File: src/rtl/int_div_pkg.sv
package int_div_pkg;

  localparam int OP_W   = 4;
  localparam int COND_W = 32;
  localparam int FLD_LSB = 28;

  typedef enum logic [1:0] {
    K_DIV = 2'b00,
    K_EXT = 2'b01,
    K_REM = 2'b10,
    K_RSV = 2'b11
  } div_kind_e;

  typedef struct packed {
    div_kind_e kind;
    logic      word;
    logic      sgn;
    logic      quo_neg;
    logic      rem_neg;
    logic      bad;
  } div_ctl_t;

endpackage

File: src/rtl/div_operand_prep.sv
module div_operand_prep
  import int_div_pkg::*;
#(
  parameter int XLEN = 64
) (
  input  logic [OP_W-1:0] op,
  input  logic [XLEN-1:0] ra,
  input  logic [XLEN-1:0] rb,
  output logic [XLEN-1:0] num_hi,
  output logic [XLEN-1:0] num_lo,
  output logic [XLEN-1:0] den,
  output div_ctl_t        ctl
);

  localparam int HALF = XLEN / 2;

  div_kind_e       kind;
  logic            word;
  logic            sgn;
  logic [XLEN-1:0] a_raw;
  logic [XLEN-1:0] b_raw;
  logic            a_msb;
  logic            b_msb;
  logic            neg_a;
  logic            neg_b;
  logic [XLEN-1:0] mag_a;
  logic [XLEN-1:0] mag_b;

  function automatic logic [XLEN-1:0] magnitude(logic [XLEN-1:0] v, logic neg, logic half);
    logic [HALF-1:0] lo_n;
    logic [XLEN-1:0] full_n;
    lo_n   = -v[HALF-1:0];
    full_n = -v;
    if (!neg)      return v;
    else if (half) return {{HALF{1'b0}}, lo_n};
    else           return full_n;
  endfunction

  always_comb begin
    kind = div_kind_e'(op[3:2]);
    word = op[1];
    sgn  = op[0];
    if (word) begin
      if (kind == K_EXT) begin
        a_raw = {{HALF{1'b0}}, ra[XLEN-1:HALF]};
        a_msb = ra[XLEN-1];
      end else begin
        a_raw = {{HALF{1'b0}}, ra[HALF-1:0]};
        a_msb = ra[HALF-1];
      end
      b_raw = {{HALF{1'b0}}, rb[HALF-1:0]};
      b_msb = rb[HALF-1];
    end else begin
      a_raw = ra;
      a_msb = ra[XLEN-1];
      b_raw = rb;
      b_msb = rb[XLEN-1];
    end
    neg_a = sgn & a_msb;
    neg_b = sgn & b_msb;
    mag_a = magnitude(a_raw, neg_a, word);
    mag_b = magnitude(b_raw, neg_b, word);

    num_hi = '0;
    num_lo = mag_a;
    if (kind == K_EXT) begin
      if (word) num_lo = mag_a << HALF;
      else begin
        num_hi = mag_a;
        num_lo = '0;
      end
    end
    den = mag_b;

    ctl.kind    = kind;
    ctl.word    = word;
    ctl.sgn     = sgn;
    ctl.quo_neg = neg_a ^ neg_b;
    ctl.rem_neg = neg_a;
    // a zero divisor also satisfies this compare
    ctl.bad     = (num_hi >= mag_b) || (kind == K_RSV);
  end

endmodule

File: src/rtl/div_iter_core.sv
module div_iter_core #(
  parameter int XLEN = 64
) (
  input  logic            clk,
  input  logic            rst_n,
  input  logic            start,
  input  logic [XLEN-1:0] num_hi,
  input  logic [XLEN-1:0] num_lo,
  input  logic [XLEN-1:0] den,
  output logic            running,
  output logic            done,
  output logic [XLEN-1:0] quo,
  output logic [XLEN-1:0] rem
);

  localparam int CNT_W = $clog2(XLEN);
  localparam logic [CNT_W-1:0] LAST = CNT_W'(XLEN - 1);

  logic [XLEN-1:0]  rem_q, rem_d;
  logic [XLEN-1:0]  quo_q, quo_d;
  logic [XLEN-1:0]  den_q, den_d;
  logic [CNT_W-1:0] cnt_q, cnt_d;
  logic             run_q, run_d;
  logic             done_q, done_d;
  logic [XLEN:0]    shifted;
  logic [XLEN:0]    trial;
  logic             qbit;

  always_comb begin
    rem_d   = rem_q;
    quo_d   = quo_q;
    den_d   = den_q;
    cnt_d   = cnt_q;
    run_d   = run_q;
    shifted = {rem_q, quo_q[XLEN-1]};
    trial   = shifted - {1'b0, den_q};
    qbit    = ~trial[XLEN];
    done_d  = run_q && (cnt_q == LAST);
    if (start) begin
      rem_d = num_hi;
      quo_d = num_lo;
      den_d = den;
      cnt_d = '0;
      run_d = 1'b1;
    end else if (run_q) begin
      rem_d = qbit ? trial[XLEN-1:0] : shifted[XLEN-1:0];
      quo_d = {quo_q[XLEN-2:0], qbit};
      cnt_d = cnt_q + 1'b1;
      if (cnt_q == LAST) run_d = 1'b0;
    end
  end

  always_ff @(posedge clk or negedge rst_n) begin
    if (!rst_n) begin
      rem_q  <= '0;
      quo_q  <= '0;
      den_q  <= '0;
      cnt_q  <= '0;
      run_q  <= 1'b0;
      done_q <= 1'b0;
    end else begin
      rem_q  <= rem_d;
      quo_q  <= quo_d;
      den_q  <= den_d;
      cnt_q  <= cnt_d;
      run_q  <= run_d;
      done_q <= done_d;
    end
  end

  assign running = run_q;
  assign done    = done_q;
  assign quo     = quo_q;
  assign rem     = rem_q;

  // loop keeps going until the last step, then hands over
  assert_run_continues_R1: assert property (@(posedge clk) disable iff (!rst_n)
    (run_q && cnt_q != LAST && !start) |=> run_q);
  assert_done_after_run_R1: assert property (@(posedge clk) disable iff (!rst_n)
    done_q |-> !run_q);
  assert_no_restart_R2: assert property (@(posedge clk) disable iff (!rst_n)
    run_q |-> !start);

endmodule

File: src/rtl/div_result_fmt.sv
module div_result_fmt
  import int_div_pkg::*;
#(
  parameter int XLEN = 64
) (
  input  div_ctl_t          ctl,
  input  logic [XLEN-1:0]   quo,
  input  logic [XLEN-1:0]   rem,
  output logic [XLEN-1:0]   res,
  output logic [COND_W-1:0] cond
);

  localparam int HALF = XLEN / 2;

  logic            hi_clear;
  logic            top_bit;
  logic            rest_zero;
  logic            fits;
  logic            ok;
  logic [XLEN-1:0] q_signed;
  logic [XLEN-1:0] r_signed;
  logic [XLEN-1:0] raw;
  logic            lt;
  logic            eq;

  always_comb begin
    hi_clear  = ctl.word ? (quo[XLEN-1:HALF] == '0) : 1'b1;
    top_bit   = ctl.word ? quo[HALF-1] : quo[XLEN-1];
    rest_zero = ctl.word ? (quo[HALF-2:0] == '0) : (quo[XLEN-2:0] == '0);
    // negative quotients may reach one step further than positive ones
    fits      = hi_clear && (!ctl.sgn || !top_bit || (ctl.quo_neg && rest_zero));
    q_signed  = ctl.quo_neg ? -quo : quo;
    r_signed  = ctl.rem_neg ? -rem : rem;
    if (ctl.kind == K_REM) begin
      ok = 1'b1;
      if (!ctl.word)    raw = r_signed;
      else if (ctl.sgn) raw = {{HALF{r_signed[HALF-1]}}, r_signed[HALF-1:0]};
      else              raw = {{HALF{1'b0}}, r_signed[HALF-1:0]};
    end else begin
      ok  = fits;
      raw = ctl.word ? {{HALF{1'b0}}, q_signed[HALF-1:0]} : q_signed;
    end
    res  = (ok && !ctl.bad) ? raw : '0;
    lt   = res[XLEN-1];
    eq   = (res == '0);
    cond = '0;
    cond[FLD_LSB+3] = lt;
    cond[FLD_LSB+2] = !lt && !eq;
    cond[FLD_LSB+1] = eq;
    cond[FLD_LSB]   = 1'b0;
  end

endmodule

File: src/rtl/int_div_unit.sv
module int_div_unit
  import int_div_pkg::*;
#(
  parameter int XLEN    = 64,
  parameter int LAT_MAX = 67
) (
  input  logic              clk,
  input  logic              rst_n,
  input  logic              req_valid,
  input  logic [OP_W-1:0]   req_op,
  input  logic [XLEN-1:0]   req_a,
  input  logic [XLEN-1:0]   req_b,
  output logic              busy,
  output logic              rsp_valid,
  output logic [XLEN-1:0]   rsp_data,
  output logic [COND_W-1:0] rsp_cond
);

  localparam int LAT_W = $clog2(LAT_MAX + 2) + 1;

  logic              rst_meta_q;
  logic              rst_sync_n;
  logic              start;
  logic [XLEN-1:0]   p_hi, p_lo, p_den;
  div_ctl_t          p_ctl;
  div_ctl_t          ctl_q, ctl_d;
  logic              core_run;
  logic              core_done;
  logic [XLEN-1:0]   core_quo, core_rem;
  logic [XLEN-1:0]   fmt_res;
  logic [COND_W-1:0] fmt_cond;
  logic              vld_q, vld_d;
  logic [XLEN-1:0]   data_q, data_d;
  logic [COND_W-1:0] cond_q, cond_d;

  always_ff @(posedge clk or negedge rst_n) begin
    if (!rst_n) begin
      rst_meta_q <= 1'b0;
      rst_sync_n <= 1'b0;
    end else begin
      rst_meta_q <= 1'b1;
      rst_sync_n <= rst_meta_q;
    end
  end

  assign busy  = core_run | core_done;
  assign start = req_valid & ~busy & rst_sync_n;

  div_operand_prep #(.XLEN(XLEN)) u_prep (
    .op(req_op), .ra(req_a), .rb(req_b),
    .num_hi(p_hi), .num_lo(p_lo), .den(p_den), .ctl(p_ctl)
  );

  div_iter_core #(.XLEN(XLEN)) u_core (
    .clk(clk), .rst_n(rst_sync_n), .start(start),
    .num_hi(p_hi), .num_lo(p_lo), .den(p_den),
    .running(core_run), .done(core_done), .quo(core_quo), .rem(core_rem)
  );

  div_result_fmt #(.XLEN(XLEN)) u_fmt (
    .ctl(ctl_q), .quo(core_quo), .rem(core_rem),
    .res(fmt_res), .cond(fmt_cond)
  );

  always_comb begin
    ctl_d  = start ? p_ctl : ctl_q;
    vld_d  = core_done;
    data_d = core_done ? fmt_res : data_q;
    cond_d = core_done ? fmt_cond : cond_q;
  end

  always_ff @(posedge clk or negedge rst_sync_n) begin
    if (!rst_sync_n) begin
      ctl_q  <= '0;
      vld_q  <= 1'b0;
      data_q <= '0;
      cond_q <= '0;
    end else begin
      ctl_q  <= ctl_d;
      vld_q  <= vld_d;
      data_q <= data_d;
      cond_q <= cond_d;
    end
  end

  assign rsp_valid = vld_q;
  assign rsp_data  = data_q;
  assign rsp_cond  = cond_q;

  // cycles since the last accepted request, checker support only
  logic [LAT_W-1:0] lat_q;
  always_ff @(posedge clk or negedge rst_sync_n) begin
    if (!rst_sync_n)       lat_q <= '0;
    else if (start)        lat_q <= LAT_W'(1);
    else if (vld_q)        lat_q <= '0;
    else if (lat_q != '0)  lat_q <= lat_q + 1'b1;
  end

  assert_latency_R1: assert property (@(posedge clk) disable iff (!rst_sync_n)
    rsp_valid |-> (lat_q != '0 && lat_q <= LAT_W'(LAT_MAX)));
  assert_rsp_pulse_R1: assert property (@(posedge clk) disable iff (!rst_sync_n)
    rsp_valid |=> !rsp_valid);
  assert_busy_excl_R2: assert property (@(posedge clk) disable iff (!rst_sync_n)
    !(busy && rsp_valid));
  assert_busy_after_start_R2: assert property (@(posedge clk) disable iff (!rst_sync_n)
    start |=> busy);
  assert_cond_shape_R10: assert property (@(posedge clk) disable iff (!rst_sync_n)
    rsp_valid |-> (rsp_cond[FLD_LSB-1:0] == '0 && !rsp_cond[FLD_LSB]
                   && $onehot(rsp_cond[COND_W-1:FLD_LSB+1])));
  assert_cond_eq_R10: assert property (@(posedge clk) disable iff (!rst_sync_n)
    rsp_valid |-> (rsp_cond[FLD_LSB+1] == (rsp_data == '0)));
  assert_cond_lt_R10: assert property (@(posedge clk) disable iff (!rst_sync_n)
    rsp_valid |-> (rsp_cond[FLD_LSB+3] == rsp_data[XLEN-1]));

endmodule

File: config.mk
export PLATFORM = sky130hd
export DESIGN_NAME = int_div_unit
export DESIGN_NICKNAME = d
export VERILOG_FILES = /design/src/rtl/int_div_pkg.sv /design/src/rtl/div_operand_prep.sv /design/src/rtl/div_iter_core.sv /design/src/rtl/div_result_fmt.sv /design/src/rtl/int_div_unit.sv
export SDC_FILE = /design/constraint.sdc
export NUM_CORES = 1
export LEC_CHECK = 0
export BUFFER_PORTS_ARGS = -buffer_cell sky130_fd_sc_hd__buf_2
export CAP_MARGIN = 20
export CORE_MARGIN = 5
export CORE_UTILIZATION = 25
export CTS_CLUSTER_DIAMETER = 120
export DETAILED_ROUTE_END_ITERATION = 8
export PLACE_DENSITY_LB_ADDON = 0.08
export SLEW_MARGIN = 20
export SYNTH_ARGS = -nofsm -noshare
export SYNTH_HDL_FRONTEND = slang
export SYNTH_HIERARCHICAL = 1
export SYNTH_SLANG_ARGS = --single-unit
File: constraint.sdc
create_clock -name clk -period 10.9 [get_ports clk]
set_input_delay 1.635 -clock clk [delete_from_list [all_inputs] [get_ports clk]]
set_output_delay 1.635 -clock clk [all_outputs]
set_load 0.01 [all_outputs]
**After elaboration in Yosys (flattened, before gate mapping)**

Index checks and enable logic that the tools add are counted.

- Word-level logic and storage cells: 91
- Output and inout port bits: 98
- Bits in registers: 277
- Bits of input ports: 135

- Multiplexer cells: 35
- Bitwise operators: 8
- Add/subtract/negate cells: 8
- Magnitude comparators: 1
- Reduce and logical (&&, ||, !) cells: 18
- Equal/unequal tests: 4

Operators by type and width:

| cell | number |
|---|---|
| $mux W64 | 22 |
| $neg A64 Y64 | 4 |
| $sub A65 B64 Y65 | 1 |
| $ge A64 B64 Y1 | 1 |
| $logic_not A64 Y1 | 1 |
| $neg A32 Y32 | 2 |
| $logic_not A63 Y1 | 1 |
| $logic_not A32 Y1 | 1 |
| $mux W32 | 1 |
| $logic_not A31 Y1 | 1 |
| $mux W6 | 2 |
| $mux W1 | 10 |
| $add A6 B1 Y6 const B | 1 |
| $eq A6 B6 Y1 const B | 1 |
| $logic_and A1 B1 Y1 | 5 |
| $logic_not A1 Y1 | 5 |
| $and A1 B1 Y1 | 4 |
| $eq A2 B2 Y1 const B | 2 |
| $logic_or A1 B1 Y1 | 3 |
| $eq A2 B1 Y1 const B | 1 |
| $not A1 Y1 | 2 |
| $reduce_bool A2 Y1 | 1 |
| $or A1 B1 Y1 | 1 |
| $xor A1 B1 Y1 | 1 |

**Logic depth before layout (Yosys ltp)**

- Word-level depth: 11
- Gate-level depth with buffers: 26

**By module**

Netlist, hierarchy kept.

By module, submodules not included:

| module | times used | cells an instance | area an instance (µm²) |
|---|---|---|---|
| div_iter_core | 1 | 1,595 | 13,217.7 |
| div_operand_prep | 1 | 1,141 | 6,940.4 |
| div_result_fmt | 1 | 830 | 5,268.8 |
| int_div_unit | 1 | 224 | 3,941.3 |

**Worst setup path before layout**

Ideal clock, no wire load.

- Path kind: register -> register
- Start point: register rst_sync_n
- End point: register u_core.rem_q[36] (netlist: u_core/rem[36])
- Setup slack: 1.457 ns
- Cell stages (with the launch flop): 8
- Data arrival time: 9.300 ns
- Setup time: 0.142 ns
- Path through: dfrtp_1 > nor4bb_4 > buf_6 > clkbuf_1 > clkbuf_1 > clkbuf_1 > clkbuf_1 > o221ai_1

- Longest elaborated chain between the ends: 2
- Elaborated cells between the ends (all ways): 3
- Those cells by class: mux: 1; bitwise: 1; reduce/logical: 1

Ends and longest elaborated chain:

| element | line | RTL |
|---|---|---|
| start: declaration | int_div_unit.sv:22 | `logic rst_sync_n;` |
| start signal: assignment | int_div_unit.sv:42 | `rst_sync_n <= rst_meta_q;` |
| $and A1 B1 Y1 (*) | int_div_unit.sv:47 | `assign start = req_valid & ~busy & rst_sync_n;` |
| via start | int_div_unit.sv:23 | `logic start;` |
| $mux W64 or $reduce_bool A2 Y1 (tied branches) | -- |  |
| end signal: assignment | div_iter_core.sv:62 | `rem_q <= rem_d;` |
| end: declaration | div_iter_core.sv:19 | `logic [XLEN-1:0] rem_q, rem_d;` |

Mark *: on every way through the listed nets, which the timed path passes. The rest lies on a longest branch.
A chain may end at the register's enable or synchronous reset.

==> out/summary.md <==
The flow ran to the end, and the final reports show no timing, DRC or antenna violations. Dividing the synthesized area by the synthesized cell count gives 7.75 um^2. The Yosys step of the flow raised 6 warnings. Measured on the finished design, the core utilization comes to 28.6%. The synthesis-to-layout area growth works out to 13.2%.

The HPWL after detailed placement is 112,000 um. The met2 global-route usage came out at 31.3%. The longest clock path from root to sink contains 3 buffers. Synthesis inferred 306 register bits. For the pin count of the biggest net entering global routing, the log shows 192. The number of I/O port buffers is 232, and the global-route met1 utilization is 34.0%. The design draws 10,100 uW. Synthesis instantiated 99 different standard cells from the library. Setup repair after global routing left no endpoint under its margin. The tightest min-delay check is of the reg2async type. The number of antenna violations at the first check in global routing is 6, and the height of the die is 353 um. Synthesis produced a netlist whose cell count is 3,790. The worst-case IR drop observed on VDD is 183 uV. Summing every instance area after synthesis gives 0.0294 mm^2. Final-report max-slew violation count: 0. The number of iterations in the first detailed-routing pass is 6, and the post-route minimum period is 7.53 ns. In this run the most used layer during global routing was met1. At the pin with the least slew margin, the transition time is 1.15 ns. The share of synthesized flip-flops with an asynchronous set or reset came out at 100%. Summed over all failing endpoints, the final setup total negative slack is 0 ns. Critical-path cell with the highest stage delay: o31ai_1. The total overflow reported by the global router was 0. The instance area at placement was 0.0317 mm^2; the sequential share of the synthesized area was 26.1%.

After clock tree synthesis, the clock-pin slew on the worst setup and hold paths is 0.05 ns. Timing would allow up to 133 MHz. The data required time at the worst endpoint is 11.41 ns.

In this run the power density over the cells is 304 mW/mm^2. The tools report the violation count after the first detailed-route iteration as 2,905. The signal on the critical path passes through buf_2, and3b_2, buf_4, mux2i_1, ha_1, or4b_1, nor4b_2, o221ai_1, o31ai_1, xnor2_1, nor2_1, ha_1, a2111oi_0, a211o_1, nand2_1, o31ai_1, nand3_1, a41o_1, mux2_2. At the end of routability-driven placement, the weighted congestion stood at 0.927. The via count of the first global-routing pass is 28,472, and the die outline area is 0.124 mm^2.

Setup violations remaining at the end of the flow were counted as 0. The worst setup path is captured at a flop. dfrtp_1 takes more of the synthesized area than any other cell. Routed via count divided by cell count: 5.41. The run gives 0 as the post-detailed-route DRC marker count. Of all nets on the critical path, the largest fanout is 46. The initialized floorplan defines 125 standard-cell rows. Fill cells in the final layout number 12,810. After clock tree synthesis, the setup repair step added 0 buffers. The final number of hold-violating endpoints was 0; the number of enable flip-flop cells after synthesis was 0.

For this design, the CTS-stage hold fixing added 0 buffers. TritonCTS built the clock tree. The tools report the number of gates given a new drive strength after cts as 0. For the arrival time at the worst endpoint, the log shows 8.04 ns.

In the final design database the tool counted 4,137 nets. The initial core utilization is 25.2%. The tools report the clock latency on the worst-skew pair as 0.63 ns.

The total clock buffers created by CTS came out at 46. Clock skew on the completed layout was measured at 0.0279 ns. The first-pass GRT wire length was 206,000 um; the leakage power of the design was 0.0132 uW. The type of the worst setup path is in2reg. Ranked by total cell area, the synthesized netlist is headed by dfrtp_1, ha_1, nor2_1. The top cell type by area accounts for 26.1% of the synthesized area.

Leading cell type by number of instances after synthesis: nor2_1. Across all layers, the routed design uses 29,373 vias. For this run, the slowest stage of the critical path takes 0.62 ns.

Wires add up to 142,000 um. Measured against its own limit, the worst slew margin works out to 22.7%. Average routed wire per standard cell: 26.1 um.

In the synthesized netlist the dominant register cell turns out to be dfrtp_1. The total core area was 0.116 mm^2. The tools report the buffer type at the clock tree root as clkbuf_16. The count of nets left with antenna violations once routing finished came out at 0.

The number of primary I/O pins is 233, and the summed area of non-filler cells in the final layout is 0.0332 mm^2. Max-cap violations in this run came to 0. In the post-route analysis, the smallest setup slack over all paths is 3.37 ns.

The H-tree generated during clock tree synthesis spans 2 levels. The post-route netlist has 14.3% of its cells at a drive strength greater than 1. For met3 alone, demand over resource in global routing was 3.06%.

The floorplan die width works out to 353 um. In the global route stage, overall resource usage came out at 21.9%. The tools report the nature of the critical path startpoint as a primary input. Of the available clock period, the critical path in the final layout requires 69.1%. Clock tree synthesis found a total of 306 sinks. By count the netlist is led by nor2_1, nand2_1, dfrtp_1, o21ai_0, a21oi_1.

Before CTS, the worst setup slack after placement is 2.89 ns.
## where the power goes
group          internal (uW)  switching (uW)  total [uW]
clock                    906             604        1510
combinational           2360            3950        6300
sequential              1540             766        2300
total                   4800            5320       10100
## state kept, by name, summed over array words and instances, names as in the netlist
name            flops
u_core/rem         64
u_core/quo         64
rsp_valid           1
u_core/done         1
rsp_cond           32
u_core/den_q       64
rsp_data           64
u_core/cnt_q        6
ctl_q               7
rst_sync_n          1
u_core/running      1
rst_meta_q          1
## worst max-delay path, delay by kind of cell
kind / cells / cell delay (ns)
buffers and inverters: 2 / 0.86
adder cells (fa/ha/maj): 2 / 0.64
AO/OA/AOI/OAI: 6 / 2.27
multiplexers: 2 / 0.58
XOR/XNOR: 1 / 0.32
AND/OR/NAND/NOR: 6 / 1.67
## metrics by stage
| step | instances | hold WS, ns |
|---|---|---|
| after floorplan | 3818 | 0.331 |
| after global routing | 5425 | 0.350 |
| after detailed placement | 5344 | 0.346 |
| after CTS | 5425 | 0.351 |
| final | 5430 | 0.332 |
| after global placement | 5344 | 0.336 |
## cell usage in the layout (no fill, tap or decap), types with 47 or more instances in the layout
master   synthesis  routed
o31ai_1         51      51
inv_1          156     156
nand4_1         69      69
nand2_1        368     367
dfrtp_1        306     301
or3_1           47      47
nor3_1          93      92
buf_4           40      53
ha_1           133     133
o21ai_0        280     280
a21oi_1        243     243
xor2_1         137     137
mux2_2         107     107
nor2_1         432     430
nor4_1          56      54
mux2i_1        101     101
xnor2_1        164     164
buf_2           32     232
## kinds of logic after synthesis
group | share of synthesized area (%)
simple gates | 22.4
compound gates | 22.7
buf+inv | 6.51
flops | 26.1
xor+xnor | 8.98
mux | 7.55
fa+ha+maj | 5.73
other cells | 0.0256
## layer usage
layer	share of wire, %	vias to the layer above
met2	40	1085
met3	5.9	150
met1	51	14329
met4	2.7	2
li1	-	13807
met5	0.0092	-
## final cells by class
type / instances / area (um^2) / area share [%]
Multi-Input combinational cell: 3070 / 20000 / 60.1
Antenna cell: 5 / 12.5 / 0.0376
Clock inverter: 17 / 190 / 0.572
Sequential cell: 306 / 7670 / 23.1
Tap cell: 1524 / 1910 / 5.74
Clock buffer: 64 / 1310 / 3.94
Inverter: 157 / 589 / 1.77
Timing Repair Buffer: 287 / 1600 / 4.81
## final timing paths
path | start | end | slack (ns) | cells past startpoint
min in group clk | rst_meta_q | rst_sync_n | 0.35 | 0
worst min-delay path | rst_sync_n | u_core/quo[52] | 0.33 | 0
max in group asynchronous | rst_sync_n | u_core/den_q[0] | 8.53 | 2
worst max-delay path | req_op[1] | ctl_q[0] | 3.37 | 19
worst max register to register | u_core/quo[0] | rsp_cond[30] | 5.69 | 13
worst min register to register | rst_sync_n | u_core/quo[52] | 0.33 | 0
Power figures use the tool's default switching activity.
